File: src/rtl/msg_store_pkg.sv
package msg_store_pkg;

  // Strobes and state passed from control to datapath
  typedef struct packed {
    logic memWe;    // store the current command
    logic snapEn;   // capture the turn counter
    logic frozen;   // message held for the host
    logic irqPend;  // mask interrupt pending
  } storeCtl_t;

  // Register offsets inside the upper half of the host address space
  localparam logic [2:0] REG_CTRL = 3'd0;
  localparam logic [2:0] REG_STAT = 3'd1;
  localparam logic [2:0] REG_SNAP = 3'd2;
  localparam logic [2:0] REG_TRIG = 3'd3;
  localparam logic [2:0] REG_CNT0 = 3'd4;

  localparam int NUM_ERR = 3;

  localparam int CTRL_WEN_BIT  = 2;
  localparam int CTRL_IEN_BIT  = 4;
  localparam int CTRL_CLR_BIT  = 5;
  localparam int STAT_HELD_BIT = 5;
  localparam int STAT_IRQ_BIT  = 6;

endpackage

File: src/rtl/msg_store_ram.sv
module msg_store_ram #(
  parameter int SUB_W  = 8,
  parameter int DATA_W = 8,
  parameter int LANES  = 4
) (
  input  logic                      clk,
  input  logic                      we,
  input  logic [SUB_W-1:0]          wrSub,
  input  logic [DATA_W-1:0]         wrData,
  input  logic                      rdEn,
  input  logic [SUB_W-$clog2(LANES)-1:0] rdAddr,
  output logic [LANES*DATA_W-1:0]   rdData
);
  localparam int LANE_W  = $clog2(LANES);
  localparam int WORD_AW = SUB_W - LANE_W;
  localparam int WORDS   = 2 ** WORD_AW;

  logic [LANE_W-1:0]  wrLane;
  logic [WORD_AW-1:0] wrWord;

  assign wrLane = wrSub[LANE_W-1:0];
  assign wrWord = wrSub[SUB_W-1:LANE_W];

  // One byte-wide bank per lane: a single command writes one bank,
  // a host read fetches one byte from every bank at once.
  for (genvar g = 0; g < LANES; g++) begin : gLane
    logic [DATA_W-1:0] bank [WORDS];
    logic [DATA_W-1:0] laneQ;

    always_ff @(posedge clk) begin
      if (we && wrLane == LANE_W'(g)) bank[wrWord] <= wrData;
      if (rdEn) laneQ <= bank[rdAddr];
    end

    assign rdData[g*DATA_W +: DATA_W] = laneQ;
  end

endmodule

File: src/rtl/msg_store_ctrl.sv
module msg_store_ctrl
  import msg_store_pkg::*;
(
  input  logic      clk,
  input  logic      rstN,
  input  logic      cmdValid,
  input  logic      errDouble,
  input  logic      errTrans,
  input  logic      turnStart,
  input  logic      cfgWriteEn,
  input  logic      cfgIrqEn,
  input  logic      clrIrqStb,
  input  logic      maskHit,
  input  logic      lastWordRd,
  output storeCtl_t ctl
);
  logic armedQ;   // hit seen, freeze at next turn start
  logic frozenQ;
  logic irqQ;
  logic blockNow;
  logic storeOk;
  logic hit;

  always_comb begin
    blockNow = frozenQ || (armedQ && turnStart);
    storeOk  = cmdValid && !errDouble && !errTrans && cfgWriteEn && !blockNow;
    hit      = storeOk && cfgIrqEn && maskHit;
  end

  always_ff @(posedge clk) begin
    if (!rstN) begin
      armedQ  <= 1'b0;
      frozenQ <= 1'b0;
      irqQ    <= 1'b0;
    end else begin
      if (armedQ && turnStart) begin
        frozenQ <= 1'b1;
        armedQ  <= 1'b0;
      end else if (hit) begin
        armedQ  <= 1'b1;
      end
      if (frozenQ && lastWordRd) frozenQ <= 1'b0;
      if (hit) irqQ <= 1'b1;
      else if (clrIrqStb) irqQ <= 1'b0;
    end
  end

  always_comb begin
    ctl.memWe   = storeOk;
    ctl.snapEn  = turnStart && !blockNow;
    ctl.frozen  = frozenQ;
    ctl.irqPend = irqQ;
  end

endmodule

File: src/rtl/msg_store_dp.sv
module msg_store_dp
  import msg_store_pkg::*;
#(
  parameter int SUB_W  = 8,
  parameter int DATA_W = 8,
  parameter int TURN_W = 24,
  parameter int CNT_W  = 16,
  parameter int LANES  = 4,
  localparam int LANE_W  = $clog2(LANES),
  localparam int WORD_AW = SUB_W - LANE_W,
  localparam int HOST_AW = WORD_AW + 1,
  localparam int HW      = LANES * DATA_W
) (
  input  logic               clk,
  input  logic               rstN,
  input  logic [SUB_W-1:0]   cmdSubAddr,
  input  logic [DATA_W-1:0]  cmdData,
  input  logic               errSingle,
  input  logic               errDouble,
  input  logic               errTrans,
  input  logic [TURN_W-1:0]  turnCount,
  input  logic               hostRd,
  input  logic               hostWr,
  input  logic [HOST_AW-1:0] hostAddr,
  input  logic [HW-1:0]      hostWrData,
  input  storeCtl_t          ctl,
  output logic               cfgWriteEn,
  output logic               cfgIrqEn,
  output logic               clrIrqStb,
  output logic               maskHit,
  output logic               lastWordRd,
  output logic [HW-1:0]      hostRdData,
  output logic               hostRdValid
);
  logic              isMem;
  logic [2:0]        regIdx;
  logic              regWr;
  logic              wenQ, ienQ;
  logic [SUB_W-1:0]  selAQ, selBQ;
  logic [DATA_W-1:0] maskAQ, maskBQ;
  logic [TURN_W-1:0] snapQ;
  logic [NUM_ERR-1:0] errVec;
  logic [CNT_W-1:0]  errCnt [NUM_ERR];
  logic [HW-1:0]     ramWord;
  logic [HW-1:0]     regRdQ;
  logic              memSelQ;
  logic              rdValidQ;
  logic [HW-1:0]     regMux;

  assign isMem  = !hostAddr[HOST_AW-1];
  assign regIdx = hostAddr[2:0];
  assign regWr  = hostWr && !isMem;
  assign errVec = {errTrans, errDouble, errSingle};

  // Configuration registers
  always_ff @(posedge clk) begin
    if (!rstN) begin
      wenQ   <= 1'b0;
      ienQ   <= 1'b0;
      selAQ  <= '0;
      maskAQ <= '0;
      selBQ  <= '0;
      maskBQ <= '0;
    end else if (regWr) begin
      if (regIdx == REG_CTRL) begin
        wenQ <= hostWrData[CTRL_WEN_BIT];
        ienQ <= hostWrData[CTRL_IEN_BIT];
      end
      if (regIdx == REG_TRIG) begin
        selAQ  <= hostWrData[SUB_W-1:0];
        maskAQ <= hostWrData[SUB_W +: DATA_W];
        selBQ  <= hostWrData[SUB_W+DATA_W +: SUB_W];
        maskBQ <= hostWrData[2*SUB_W+DATA_W +: DATA_W];
      end
    end
  end

  assign cfgWriteEn = wenQ;
  assign cfgIrqEn   = ienQ;
  assign clrIrqStb  = regWr && regIdx == REG_CTRL && hostWrData[CTRL_CLR_BIT];

  // Mask comparison for both trigger pairs
  always_comb begin
    maskHit = ((cmdSubAddr == selAQ) && |(cmdData & maskAQ)) ||
              ((cmdSubAddr == selBQ) && |(cmdData & maskBQ));
  end

  // Turn counter snapshot
  always_ff @(posedge clk) begin
    if (!rstN) snapQ <= '0;
    else if (ctl.snapEn) snapQ <= turnCount;
  end

  // Saturating error counters, cleared by any host write
  for (genvar k = 0; k < NUM_ERR; k++) begin : gErr
    logic clrHit;
    assign clrHit = regWr && regIdx == (REG_CNT0 + 3'(k));
    always_ff @(posedge clk) begin
      if (!rstN || clrHit) errCnt[k] <= '0;
      else if (errVec[k] && errCnt[k] != '1) errCnt[k] <= errCnt[k] + 1'b1;
    end
  end

  // Message memory
  msg_store_ram #(
    .SUB_W (SUB_W),
    .DATA_W(DATA_W),
    .LANES (LANES)
  ) ram_i (
    .clk   (clk),
    .we    (ctl.memWe),
    .wrSub (cmdSubAddr),
    .wrData(cmdData),
    .rdEn  (hostRd && isMem),
    .rdAddr(hostAddr[WORD_AW-1:0]),
    .rdData(ramWord)
  );

  assign lastWordRd = hostRd && isMem && (hostAddr[WORD_AW-1:0] == '1);

  // Register read selection
  always_comb begin
    regMux = '0;
    case (regIdx)
      REG_CTRL: begin
        regMux[CTRL_WEN_BIT] = wenQ;
        regMux[CTRL_IEN_BIT] = ienQ;
      end
      REG_STAT: begin
        regMux[STAT_HELD_BIT] = ctl.frozen;
        regMux[STAT_IRQ_BIT]  = ctl.irqPend;
      end
      REG_SNAP: regMux = HW'(snapQ);
      REG_TRIG: regMux = HW'({maskBQ, selBQ, maskAQ, selAQ});
      default: begin
        for (int k = 0; k < NUM_ERR; k++)
          if (regIdx == REG_CNT0 + 3'(k)) regMux = HW'(errCnt[k]);
      end
    endcase
  end

  always_ff @(posedge clk) begin
    if (!rstN) begin
      regRdQ   <= '0;
      memSelQ  <= 1'b0;
      rdValidQ <= 1'b0;
    end else begin
      rdValidQ <= hostRd;
      if (hostRd) begin
        regRdQ  <= regMux;
        memSelQ <= isMem;
      end
    end
  end

  assign hostRdData  = memSelQ ? ramWord : regRdQ;
  assign hostRdValid = rdValidQ;

endmodule

File: src/rtl/msg_store.sv
module msg_store
  import msg_store_pkg::*;
#(
  parameter int SUB_W  = 8,
  parameter int DATA_W = 8,
  parameter int TURN_W = 24,
  parameter int CNT_W  = 16,
  parameter int LANES  = 4,
  localparam int WORD_AW = SUB_W - $clog2(LANES),
  localparam int HOST_AW = WORD_AW + 1,
  localparam int HW      = LANES * DATA_W
) (
  input  logic               clk,
  input  logic               rstN,
  input  logic               cmdValid,
  input  logic [SUB_W-1:0]   cmdSubAddr,
  input  logic [DATA_W-1:0]  cmdData,
  input  logic               errSingle,
  input  logic               errDouble,
  input  logic               errTrans,
  input  logic               turnStart,
  input  logic [TURN_W-1:0]  turnCount,
  input  logic               hostRd,
  input  logic               hostWr,
  input  logic [HOST_AW-1:0] hostAddr,
  input  logic [HW-1:0]      hostWrData,
  output logic [HW-1:0]      hostRdData,
  output logic               hostRdValid,
  output logic               irq
);
  storeCtl_t ctl;
  logic cfgWriteEn, cfgIrqEn, clrIrqStb, maskHit, lastWordRd;

  msg_store_ctrl ctrl_i (
    .clk       (clk),
    .rstN      (rstN),
    .cmdValid  (cmdValid),
    .errDouble (errDouble),
    .errTrans  (errTrans),
    .turnStart (turnStart),
    .cfgWriteEn(cfgWriteEn),
    .cfgIrqEn  (cfgIrqEn),
    .clrIrqStb (clrIrqStb),
    .maskHit   (maskHit),
    .lastWordRd(lastWordRd),
    .ctl       (ctl)
  );

  msg_store_dp #(
    .SUB_W (SUB_W),
    .DATA_W(DATA_W),
    .TURN_W(TURN_W),
    .CNT_W (CNT_W),
    .LANES (LANES)
  ) dp_i (
    .clk        (clk),
    .rstN       (rstN),
    .cmdSubAddr (cmdSubAddr),
    .cmdData    (cmdData),
    .errSingle  (errSingle),
    .errDouble  (errDouble),
    .errTrans   (errTrans),
    .turnCount  (turnCount),
    .hostRd     (hostRd),
    .hostWr     (hostWr),
    .hostAddr   (hostAddr),
    .hostWrData (hostWrData),
    .ctl        (ctl),
    .cfgWriteEn (cfgWriteEn),
    .cfgIrqEn   (cfgIrqEn),
    .clrIrqStb  (clrIrqStb),
    .maskHit    (maskHit),
    .lastWordRd (lastWordRd),
    .hostRdData (hostRdData),
    .hostRdValid(hostRdValid)
  );

  assign irq = ctl.irqPend;

endmodule

File: config.mk
export PLATFORM = sky130hd
export DESIGN_NAME = msg_store
export DESIGN_NICKNAME = d
export VERILOG_FILES = /design/src/rtl/msg_store_pkg.sv /design/src/rtl/msg_store_ram.sv /design/src/rtl/msg_store_ctrl.sv /design/src/rtl/msg_store_dp.sv /design/src/rtl/msg_store.sv
export SDC_FILE = /design/constraint.sdc
export NUM_CORES = 2
export LEC_CHECK = 0
export BUFFER_PORTS_ARGS = -buffer_cell sky130_fd_sc_hd__buf_2
export CORE_MARGIN = 5
export CORE_UTILIZATION = 65
export DETAILED_ROUTE_END_ITERATION = 12
export GPL_ROUTABILITY_DRIVEN = 1
export GPL_TIMING_DRIVEN = 0
export PLACE_DENSITY = 0.79
export SLEW_MARGIN = 15
export SYNTH_ARGS = -nofsm -noshare
export SYNTH_HDL_FRONTEND = slang
export SYNTH_HIERARCHICAL = 1
export SYNTH_SLANG_ARGS = --single-unit
File: constraint.sdc
create_clock -name clk -period 4.5 [get_ports clk]
set_input_delay 0.9 -clock clk [delete_from_list [all_inputs] [get_ports clk]]
set_output_delay 0.9 -clock clk [all_outputs]
set_load 0.005 [all_outputs]
# --- Word-level counts from Yosys, hierarchy flattened ---
# Memories as Yosys holds them, arrays and structs flattened. A register that Yosys moved wholly into a read port is not among the register bits.
# Index checks and enable logic that the tools add are counted.
totals:
  ff_bits: 95
  ramBits: 2096
  input_bits: 88
  output_inout_bits: 34
  elab_cells: 126
  memories: 5
classes:
  add_sub_neg: 3
  n_eq_ne: 15
  muxes: 38
  bitwise: 6
  reduce_logical: 46
memory_table:
  columns: ["memory", "depth", "width", "rd", "rd_ports_with_merged_regs", "write_ports", "line", "rtl"]
  rows:
  - ["dp_i.ram_i.gLane[0].bank", 64, 8, 1, 1, 1, "msg_store_ram.sv:27", "logic [DATA_W-1:0] bank [WORDS];"]
  - ["dp_i.ram_i.gLane[1].bank", 64, 8, 1, 1, 1, "msg_store_ram.sv:27", null]
  - ["dp_i.ram_i.gLane[2].bank", 64, 8, 1, 1, 1, "msg_store_ram.sv:27", null]
  - ["dp_i.ram_i.gLane[3].bank", 64, 8, 1, 1, 1, "msg_store_ram.sv:27", null]
  - ["dp_i.errCnt", 3, 16, 3, 0, 3, "msg_store_dp.sv:43", "logic [CNT_W-1:0] errCnt [NUM_ERR];"]
op_table:
  columns: ["operator", "n"]
  rows:
  - ["$mux W16", 5]
  - ["$pmux W25 S3", 1]
  - ["$mux W32", 2]
  - ["$add A16 B1 Y16 const B", 3]
  - ["$ne A16 B16 Y1 const B", 3]
  - ["$logic_and A1 B1 Y1", 26]
  - ["$mux W1", 25]
  - ["$and A8 B8 Y8", 2]
  - ["$eq A8 B8 Y1", 2]
  - ["$reduce_or A8 Y1", 2]
  - ["$eq A3 B3 Y1 const B", 3]
  - ["$pmux W1 S4", 2]
  - ["$pmux W2 S4", 1]
  - ["$eq A3 B2 Y1 const B", 2]
  - ["$eq A6 B6 Y1 const B", 1]
  - ["$pmux W2 S3", 1]
  - ["$reduce_or A2 Y1", 3]
  - ["$logic_not A1 Y1", 5]
  - ["$logic_or A1 B1 Y1", 5]
  - ["$eq A2 B2 Y1 const B", 2]
  - ["$reduce_and A2 Y1", 2]
  - ["$eq A3 B1 Y1 const B", 1]
  - ["$logic_not A3 Y1", 1]
  - ["$or A1 B1 Y1", 3]
  - ["other kinds (5)", 5]

# --- Depth between registers and ports, before layout ---
depth:
  depth_word: 8
  ltp_mapped: 10
  depth_no_buf: 6

# --- Hierarchy ---
# Netlist, hierarchy kept.
modules_own_cells:
  columns: ["mod", "instances", "cells_each", "area_each_um2", "seq_area_each_um2"]
  rows:
  - ["msg_store_ram", 1, 3627, 80030.5, 62459.9]
  - ["msg_store_dp", 1, 794, 7467.2, 3283.1]
  - ["msg_store_ctrl", 1, 19, 176.4, 60.1]

# --- Least setup slack after synthesis ---
# Ideal clock, no wire load.
synth_timing:
  path_type: "input to register"
  from: "input hostRd"
  to: "register dp_i.ram_i.gLane[0].laneQ[0] (read register of dp_i.ram_i.gLane[0].bank) (enable)"
  setup_ns: 0.421
  arrival_ns: 2.814
  required_time_ns: 4.079
  setup_slack_ns: 1.264
  cell_stages: 4
  path_buffers: 2
  path_cell_list: "clkbuf_1 inv_1 clkbuf_1 nor2_1"
synth_via:
  elab_chain_cells: 1
synth_lines:
  columns: ["item", "line", "rtl"]
  rows:
  - ["start: declaration", "msg_store.sv:23", "input logic hostRd,"]
  - ["$logic_and A1 B1 Y1", "msg_store_dp.sv:114", ".rdEn (hostRd && isMem),"]
  - ["end: declaration", "msg_store_ram.sv:28", "logic [DATA_W-1:0] laneQ;"]
# No other way between the ends.
# A chain may end at the register's enable or synchronous reset.

==> metrics.txt <==
Worst Hold Path EP=dp_i/selBQ[6]; Die Ht=~380 um; Warnings, synthesis=6; IO Port Bufs=120; Resized Gates After CTS=1; H-Tree Depth=4; share of the cycle needed by the critical path after routing=107%; Worst-path clk slew=0.06 ns; First DRT Iteration DRCs=10400; Die W=about 380 um; Area after DPL=between 0.09 and 0.1 mm^2; CP endpoint kind=flop; Synth area leaders=edfxtp_1 73%, mux4_2 14%, dfxtp_1 2.2%, mux2i_1 1.9%, nor2_1 1.7%; asr flop ratio synth=0%; violated checks=negative setup slack; CP required=between 5 and 6 ns; max_slew headroom=under 10%; cell area power density=441 mW/mm^2; final net count=between 4000 and 5000; FP Rows=134; Yosys cell types=73; gr usage total=roughly 40%; syn avg cell area=19.7 um^2; R2R depth=8; Post-CTS Setup Bufs=0; number of hold buffers added after cts=0; Post-synth top flop=edfxtp_1; clk buf depth=3; clock sinks=2223; Worst Path Max Fanout=11; Worst VDD drop=0.563 mV; IO Count=122; vias in the first global route=48500; status=finished, violations left; Worst-Margin Slew=roughly 1.5 ns; initial antenna violation count=16; Final ANT Viol Nets=0; Yosys top cell by area=edfxtp_1; full die area=0.142 mm^2; clock latency on the worst-skew pair=between 0.8 and 0.9 ns; routed len/inst=41.9 um; worst-path cell chain=buf_2 > clkbuf_1 > clkbuf_1 > nand2_1 > clkdlybuf4s15_1 > o22ai_1 > nor2_1 > a21oi_1 > nor2_1; fin util=73.3%; Initial Utilization=65.5%; critical path type=input port to flop; Arrival @ worst endpoint=5.33 ns; DRC=0; sequential area share after synthesis=between 70 and 80%; Min Hold Slack=between 0.2 and 0.3 ns; Synth Cell Area=a little under 0.09 mm^2; layout cells sized above 1=23.7%; wirelength, routed=283 mm; Syn Nets=4531; routability cong.=about 1.1; Final min period=4.82 ns; RSZ-0062 raised after global routing=no; max cap viols=0; Post-DP HPWL=183 mm; CTS Root Cell=clkbuf_16; worst slack, placed=-0.828 ns; area grow syn2layout=11.8%; DRT Pass-1 Iters=9; Reg-to-Reg Start=dp_i/cfgWriteEn; design area=0.0980 mm^2; Min-Delay Startpoint=hostWrData[22]; TritonCTS clock tree=done; Synth Register Bits=2223; core area=about 0.13 mm^2; Synth Instances=around 4400; Hold Vio Cnt, Final=0; WHS Path Cells=3; CP Launch Type=input port; Lkg Pwr=31.0 nW; first-pass GRT wire length=385 mm; via count=50700; number of flops mapped to enable cells by yosys=2128; Clock Skews=0.0565 ns; Synth top area share=72.9%; Final WS setup=-0.320 ns; Max Transition Viols Final=0; Max Clock Freq=0.207 GHz; RR Endpoint=dp_i/ram_i/gLane[2].bank[38][4]; Reg2Reg Setup Slack=0.54 ns; pin count of the biggest net entering global routing=roughly 150; Tightest Hold Check Type=input port to flop; Final setup viols=16; vias per cell=~7.5; Max stage delay cell, worst path=clkdlybuf4s15_1; Max stage delay on crit path=0.85 ns; total gr overflow=0; TritonCTS buffer count=between 200 and 250
-- registers in the layout (all words and copies together), names as in the netlist, 24 cells and up --
name / flops
dp_i/ram_i/gLane.bank: 2048
dp_i/errCnt: 48
dp_i/ram_i/gLane.laneQ: 32
dp_i/regRdQ: 32
dp_i/snapQ: 24
-- worst max-delay path: cells and delay by family --
kind	cells	cell delay, ns
AO/OA/AOI/OAI	2	0.36
AND/OR/NAND/NOR	3	1.97
buffers and inverters	4	2.07
-- logic make-up after synthesis --
logic type | after synthesis | synth area share (%)
AO/OA/AOI/OAI | 359 | 2.79
flip-flops | 2223 | 75.1
multiplexers | 718 | 15.9
XOR/XNOR | 57 | 0.569
adder cells (fa/ha/maj) | 3 | 0.0428
AND/OR/NAND/NOR | 779 | 3.97
buffers and inverters | 301 | 1.70
-- cell usage in the layout, fill, tap and decap left out, types with 9 or more instances in the layout --
cell       instances
buf_16            14
diode_2           16
buf_6             21
nor3_1            15
nor2_1           385
o22ai_1          107
mux2i_1          166
and2_1            21
clkinv_2          45
o2bb2ai_1          9
edfxtp_1        2128
nor2b_1           51
o21ai_0           25
a22oi_1           22
mux2_2            16
nand3_1           18
mux4_2           536
buf_2            156
inv_1             34
a21boi_0          20
nor4_1            15
xnor2_1           31
clkbuf_2          31
clkbuf_16        211
xor2_1            26
clkbuf_1         148
clkinv_1          46
a21boi_1          12
dfxtp_1           95
buf_8              9
nand2_1          194
nand4_1           16
buf_4             42
buf_1             18
bufinv_16         23
a21oi_1           78
a311oi_1          10
o221ai_1          27
-- cell usage after synthesis, types with 9 or more instances --
library cell,instances
a21boi_0,20
a21boi_1,12
a21oi_1,78
a22oi_1,22
a311oi_1,10
and2_1,21
buf_1,33
buf_2,32
buf_4,38
buf_6,21
clkbuf_1,141
dfxtp_1,95
edfxtp_1,2128
inv_1,34
mux2_2,16
mux2i_1,166
mux4_2,536
nand2_1,194
nand3_1,18
nand4_1,16
nor2_1,392
nor2b_1,51
nor3_1,16
nor4_1,15
o21ai_0,25
o221ai_1,27
o22ai_1,107
o2bb2ai_1,9
xnor2_1,31
xor2_1,26
-- area by class of cell --
class                           instances  area (um^2)
Tap cell                             1768         2210
Fill cell                            7408        35800
Antenna cell                           16         40.0
Buffer                                267         1420
Clock buffer                          248         5430
Sequential cell                      2223        65800
Inverter                               34          128
Timing Repair Buffer                  140         1140
Clock inverter                        138         1420
Multi-Input combinational cell       1916        20400
-- per-stage QoR --
| step | power, mW | instances | TNS, ns |
|---|---|---|---|
| floorplan | 24.4 | 4440 | 0 |
| global placement | 25.7 | 6328 | -736.25 |
| detailed placement | 25.7 | 6348 | -11.53 |
| CTS | 43.1 | 6734 | 0 |
| global route | 44.2 | 6735 | 0 |
| finish | 43.2 | 6750 | -2.27 |
-- per-layer routing --
metal | vias up | track usage [%] | part of all wire, %
met3 | 1126 | 15.2 | 17
met2 | 5302 | 57.3 | 43
met1 | 25500 | 52.4 | 31
met5 | - | 0.708 | 0.064
met4 | 8 | 26.3 | 8.9
li1 | 18800 | - | -
-- power by group --
group	internal, mW	switching [mW]
Clock	9.95	7.79
Combinational	0.834	1.88
Sequential	22.7	0.0692
-- worst max-delay path by stage --
stage,start,endpoint,slack [ns],cells after the start
global placement,cmdData[0],ctrl_i/armedQ,-1.10,7
CTS,hostAddr[1],dp_i/ram_i/gLane[1].laneQ[4],0.03,10
floorplan,hostRd,dp_i/ram_i/gLane[0].laneQ[0],1.26,4
detailed placement,hostAddr[1],dp_i/ram_i/gLane[1].laneQ[4],-0.83,10
global route,hostAddr[1],dp_i/ram_i/gLane[1].laneQ[2],0.009,10
finish,hostAddr[3],dp_i/ram_i/gLane[1].laneQ[5],-0.32,9
No activity file was read; power rests on OpenSTA's default activity.
